<file path="config.mk">
export PLATFORM = sky130hd
export DESIGN_NAME = decade_scaler
export DESIGN_NICKNAME = d
export VERILOG_FILES = /design/src/rtl/dsc_pkg.sv /design/src/rtl/dsc_toggle_stage.sv /design/src/rtl/dsc_hold_stage.sv /design/src/rtl/dsc_inhibit_gate.sv /design/src/rtl/dsc_out_reg.sv /design/src/rtl/decade_scaler.sv
export SDC_FILE = /design/constraint.sdc
export NUM_CORES = 1
export LEC_CHECK = 0
export ABC_CLOCK_PERIOD_IN_PS = 2800
export BUFFER_PORTS_ARGS = -buffer_cell sky130_fd_sc_hd__buf_4
export CAP_MARGIN = 20
export CORE_AREA = 2 2 39 41
export CTS_BUF_LIST = sky130_fd_sc_hd__clkbuf_8
export CTS_CLUSTER_DIAMETER = 50
export DETAILED_ROUTE_END_ITERATION = 10
export DIE_AREA = 0 0 41 43
export GPL_TIMING_DRIVEN = 0
export PLACE_DENSITY = 0.44
export SLEW_MARGIN = 20
export SYNTH_ARGS = -nofsm -noshare
export SYNTH_HDL_FRONTEND = slang
export SYNTH_SLANG_ARGS = --single-unit
</file>
<file path="constraint.sdc">
create_clock -name clk_i -period 2.8 [get_ports clk_i]
set_input_delay 0.42 -clock clk_i [delete_from_list [all_inputs] [get_ports clk_i]]
set_output_delay 0.42 -clock clk_i [all_outputs]
set_load 0.02 [all_outputs]
</file>
<file path="src/rtl/dsc_pkg.sv">
package dsc_pkg;
  localparam int unsigned DIGIT_W       = 4;
  localparam int unsigned TOGGLE_STAGES = DIGIT_W - 1;
  localparam int unsigned GATE_INDEX    = 1;
  localparam int unsigned HOLD_INDEX    = DIGIT_W - 1;

  typedef logic [DIGIT_W-1:0] digit_t;
endpackage

</file>
<file path="src/rtl/dsc_toggle_stage.sv">
module dsc_toggle_stage (
  input  logic clk_i,
  input  logic rst_ni,
  input  logic zero_i,
  input  logic step_i,
  output logic q_o,
  output logic q_next_o,
  output logic carry_o
);
  logic q_r;

  always_comb begin
    if (zero_i)      q_next_o = 1'b0;
    else if (step_i) q_next_o = ~q_r;
    else             q_next_o = q_r;
  end

  // Carry fires only when this stage falls from 1 to 0.
  assign carry_o = step_i & q_r & ~zero_i;
  assign q_o     = q_r;

  always_ff @(posedge clk_i or negedge rst_ni) begin
    if (!rst_ni) q_r <= 1'b0;
    else         q_r <= q_next_o;
  end
endmodule

</file>
<file path="src/rtl/dsc_hold_stage.sv">
module dsc_hold_stage (
  input  logic clk_i,
  input  logic rst_ni,
  input  logic zero_i,
  input  logic set_i,
  input  logic clr_i,
  output logic q_o,
  output logic q_next_o
);
  logic q_r;

  // A set and a clear can coincide only on the 7-to-8 step, where set must win.
  always_comb begin
    if (zero_i)     q_next_o = 1'b0;
    else if (set_i) q_next_o = 1'b1;
    else if (clr_i) q_next_o = 1'b0;
    else            q_next_o = q_r;
  end

  assign q_o = q_r;

  always_ff @(posedge clk_i or negedge rst_ni) begin
    if (!rst_ni) q_r <= 1'b0;
    else         q_r <= q_next_o;
  end
endmodule

</file>
<file path="src/rtl/dsc_inhibit_gate.sv">
module dsc_inhibit_gate (
  input  logic carry_i,
  input  logic block_i,
  output logic pass_o
);
  assign pass_o = carry_i & ~block_i;
endmodule

</file>
<file path="src/rtl/dsc_out_reg.sv">
module dsc_out_reg
  import dsc_pkg::*;
(
  input  logic   clk_i,
  input  logic   rst_ni,
  input  digit_t digit_d_i,
  input  logic   carry_d_i,
  output digit_t digit_o,
  output logic   carry_o
);
  digit_t digit_r;
  logic   carry_r;

  always_ff @(posedge clk_i or negedge rst_ni) begin
    if (!rst_ni) begin
      digit_r <= '0;
      carry_r <= 1'b0;
    end else begin
      digit_r <= digit_d_i;
      carry_r <= carry_d_i;
    end
  end

  assign digit_o = digit_r;
  assign carry_o = carry_r;
endmodule

</file>
<file path="src/rtl/decade_scaler.sv">
module decade_scaler
  import dsc_pkg::*;
(
  input  logic               clk_i,
  input  logic               rst_ni,
  input  logic               zero_i,
  input  logic               pulse_i,
  output logic [DIGIT_W-1:0] bcd_o,
  output logic               carry_o
);
  logic [TOGGLE_STAGES-1:0] tog_q;
  logic [TOGGLE_STAGES-1:0] tog_next;
  logic [TOGGLE_STAGES-1:0] tog_carry;
  logic [TOGGLE_STAGES-1:0] tog_step;
  logic                     gated_carry;
  logic                     hold_q;
  logic                     hold_next;
  logic                     decade_carry;
  digit_t                   digit_next;

  // The inhibit gate sees the weight-8 state from before this pulse.
  dsc_inhibit_gate u_gate (
    .carry_i (tog_carry[0]),
    .block_i (hold_q),
    .pass_o  (gated_carry)
  );

  for (genvar i = 0; i < TOGGLE_STAGES; i++) begin : g_tog
    if (i == 0) begin : g_first
      assign tog_step[i] = pulse_i;
    end else if (i == GATE_INDEX) begin : g_gated
      assign tog_step[i] = gated_carry;
    end else begin : g_chain
      assign tog_step[i] = tog_carry[i-1];
    end

    dsc_toggle_stage u_stage (
      .clk_i    (clk_i),
      .rst_ni   (rst_ni),
      .zero_i   (zero_i),
      .step_i   (tog_step[i]),
      .q_o      (tog_q[i]),
      .q_next_o (tog_next[i]),
      .carry_o  (tog_carry[i])
    );
  end

  dsc_hold_stage u_hold (
    .clk_i    (clk_i),
    .rst_ni   (rst_ni),
    .zero_i   (zero_i),
    .set_i    (tog_carry[TOGGLE_STAGES-1]),
    .clr_i    (tog_carry[0]),
    .q_o      (hold_q),
    .q_next_o (hold_next)
  );

  // Tenth pulse: the weight-1 carry is blocked and leaves the decade.
  assign decade_carry = tog_carry[0] & hold_q;
  assign digit_next   = {hold_next, tog_next};

  dsc_out_reg u_out (
    .clk_i     (clk_i),
    .rst_ni    (rst_ni),
    .digit_d_i (digit_next),
    .carry_d_i (decade_carry),
    .digit_o   (bcd_o),
    .carry_o   (carry_o)
  );
endmodule

</file>
Yosys cells after proc, flatten, opt, wreduce, memory -nomap -nowiden
Cells that the tools add are included.
{ "word_totals": {"regBits": 9, "out_inout_bits": 5, "input_bits": 4, "wordCells": 28} }
{ "op_classes": {"bitwise": 13, "mux": 9} }
{ "ops": {"columns": ["cell", "count"], "rows": [
  ["$mux W1", 9],
  ["$and A1 B1 Y1", 8],
  ["$not A1 Y1", 5]
]} }

Depth between registers and ports, before layout
{ "depth": {"ltp_word": 9, "depth_mapped": 2, "mapped_depth_nobuf": 2} }

Cells and area by module
A second synthesis with hierarchy kept.
{ "unflattened": {"hier_cells": 23, "area_unflattened_um2": 339.1} }
{ "modules_own_cells": {"columns": ["module", "seq_area_each_um2", "cells_per_inst", "n_inst", "area_each_um2"], "rows": [
  ["dsc_toggle_stage", 25.0, 4, 3, 50.0],
  ["dsc_out_reg", 125.1, 5, 1, 125.1],
  ["dsc_hold_stage", 25.0, 4, 1, 43.8],
  ["dsc_inhibit_gate", 0.0, 1, 1, 13.8],
  ["decade_scaler", 0.0, 1, 1, 6.3]
]} }

Least setup slack after synthesis
No wires, ideal clock.
{ "synth_path": {"path_type": "flip-flop to output port", "from": "register u_out.digit_r[0], in the netlist u_out.digit_o[0]", "to": "output port bcd_o[0]", "n_path_buf": 1, "required_ns": 2.380, "arrival_ns": 0.561, "path_slack_ns": 1.819, "path_stages_with_launch": 2, "cell_sequence": "dfrtp_1 -> buf_4"} }
{ "synth_rtl": {"columns": ["element", "line", "text"], "rows": [
  ["start: declaration", "dsc_out_reg.sv:11", "digit_t digit_r;"],
  ["start signal: assignment", "dsc_out_reg.sv:19", "digit_r <= digit_d_i;"],
  ["end: declaration", "decade_scaler.sv:8", "output logic [DIGIT_W-1:0] bcd_o,"]
]} }
No word-level cell between the ends.

Worst setup path after layout
{ "layout_path": {"from": "register u_out.digit_r[0], in the netlist u_out.digit_o[0]", "to": "output port bcd_o[0]"} }
No word-level cell between the ends.

==> results.toml <==
[status]
status = "complete, no violations"

[setup_path]
timing.rr.start = "u_hold.q_o"
crit_type = "reg2out"
worstSetupStartpointType = "flop"
cp_max_fo = 5
rrSetupSlack_ns = 1.76
cp-startpoint = "u_out.digit_o[0]"
cp_data_arrival_time_ns = 0.93
worstPathRequired_ns = 2.38
r2r_cells = 2
cp-end-kind = "primary output"
r2r_end = "u_out.digit_o[2]"

[route]
num_vias = 191
drt_iter0_drc = 1
drt_wl_total_um = 465
via_per_inst = 3.60
drc = 0
wl_per_cell_um = 8.77
drtPass1Iterations = 2
postRouteAntennaNets = 0

[logic_synthesis]
netlist_instances = 24
ys_ff_latch = 5
avgSynthCellArea_um2 = 10.9
yosys_warnings = 0
synth.distinct_cells = 13
syn_area_um2 = 262
yosysSeqAreaShare_pct = 47.8
syn_nets = 28

[global_routing]
grt_pass1_wl_um = 765
grt.total_usage_pct = 7.07
overflow = 0
antenna_found_initial = 0
grt_max_degree = 8
grt_pass1_vias = 206

[timing]
maxSlewHeadroom_pct = 88.8
min_period_over_period_pct = 48.2
rsz0062_at_grt = "no"
fin_crit_ns = 1.35
finalSetupViolations = 0
tns_ns = 0
maxSlewViolCount = 0
hold_viol = 0
holdWs_ns = 0.400
fmaxAchievable_mhz = 741
clock_skew_ns = 0.00235
tightest_slew_ns = 0.167

[cts]
cts_sinks = 5
cts-root-buf = "clkbuf_8"
clk_pin_slew_ns = 0.04
insertion_delay_ns = 0.22
cts-resized-gates = 0
cts_tree = "built"
ctsHoldBuffers = 1
cts_setup_buffers = 0
clockBufferDepth = 2
h-tree-depth = 1
numCtsBuffers = 3

[finish]
area_growth_pct = 51.7
nets = 42
diodes = 0
drive_above_1_share_pct = 43.2
layout_common_cells = "12 x buf_4, 5 x dfrtp_1, 4 x nor2_1, 3 x clkbuf_8, 2 x nor2b_1"
fin_util_pct = 28.7
final_common_cell = "buf_4"

[die]
die-area_mm2 = 0.00176
start_util_pct = 18.9
die_height_um = 43
die_width_um = 41
boundaryPins = 9
coreArea_mm2 = 0.00138
num_rows = 14

[power]
finalPower_w = 0.000234
ir_drop_v = 0.000209
cellLeakagePower_nw = 0.201
powerDensity_mw_per_mm2 = 591

[hold_path]
hold_start = "zero_i"
hold_end = "u_out.digit_o[0]"
hold_path_class = "in2reg"
holdPathStages = 2

[place]
gp_congestion = 0.677
hpwlAfterDp_um = 375
io_buffers = 8

[run]
max_cap_violations = 0
-- worst max path at each step --
stage	end	slack (ns)	depth (start not counted)
3_5_place_dp	bcd_o[0]	1.68	2
5_1_grt	bcd_o[0]	1.40	2
6_report	bcd_o[0]	1.45	2
2_1_floorplan	bcd_o[0]	1.82	1
4_1_cts	bcd_o[0]	1.44	2
3_3_place_gp	bcd_o[0]	1.68	2
-- where the power goes --
group	internal [W]	switching [W]
Clock	0.0000939	0.0000341
Sequential	0.0000756	0.00000360
Combinational	0.0000156	0.0000116
-- metrics by stage --
stage                     instances  area [µm²]  setup slack [ns]
final                            53         397              1.45
after global routing             53         397              1.40
after CTS                        53         397              1.44
after detailed placement         48         342              1.68
after global placement           48         342              1.68
after floorplan                  24         262              1.82
-- metal layers --
| layer | vias to the layer above | global-route usage [%] | share of wire (%) |
|---|---|---|---|
| li1 | 102 | - | - |
| met1 | 84 | 7.87 | 46 |
| met2 | 5 | 8.75 | 47 |
| met3 | 0 | 1.57 | 6.7 |
| met4 | 0 | 10.0 | 0 |
| met5 | - | 0 | 0 |
-- synthesized netlist by cell type (all sizes together) --
library cell	instances	area share, %
nand2b	1	2.4
nand3b	1	2.9
mux2i	1	3.8
buf	4	11
nand2	1	1.4
dfrtp	5	48
xnor2	1	3.3
mux2	2	8.6
nor2b	2	4.8
nand4bb	1	4.3
nand4b	1	3.3
nor2	4	5.7
-- area by class of cell --
| class | instances | area (µm²) |
|---|---|---|
| Tap cell | 16 | 20.0 |
| Multi-Input combinational cell | 15 | 106 |
| Fill cell | 154 | 987 |
| Sequential cell | 5 | 125 |
| Clock buffer | 3 | 41.3 |
| Timing Repair Buffer | 9 | 70.1 |
| Clock inverter | 1 | 3.75 |
| Buffer | 4 | 30.0 |
-- kinds of logic after synthesis --
logic type	count (synthesis)	share of synthesized area, %
and+or+nand+nor	11	24.9
muxes	3	12.4
xor gates and xnor gates	1	3.35
DFF	5	47.8
buffers and inverters	4	11.5
-- sequential cells by signal (all words and copies together) (netlist names) --
| signal | flops |
|---|---|
| u_hold.q_o | 1 |
| u_out.carry_o | 1 |
| u_out.digit_o | 3 |
-- critical path, stage by stage, from the launching register on --
cell and delay (ns):
dfrtp_1 0.42, buf_4 0.15, buf_4 0.14
Power figures use the tool's default switching activity.
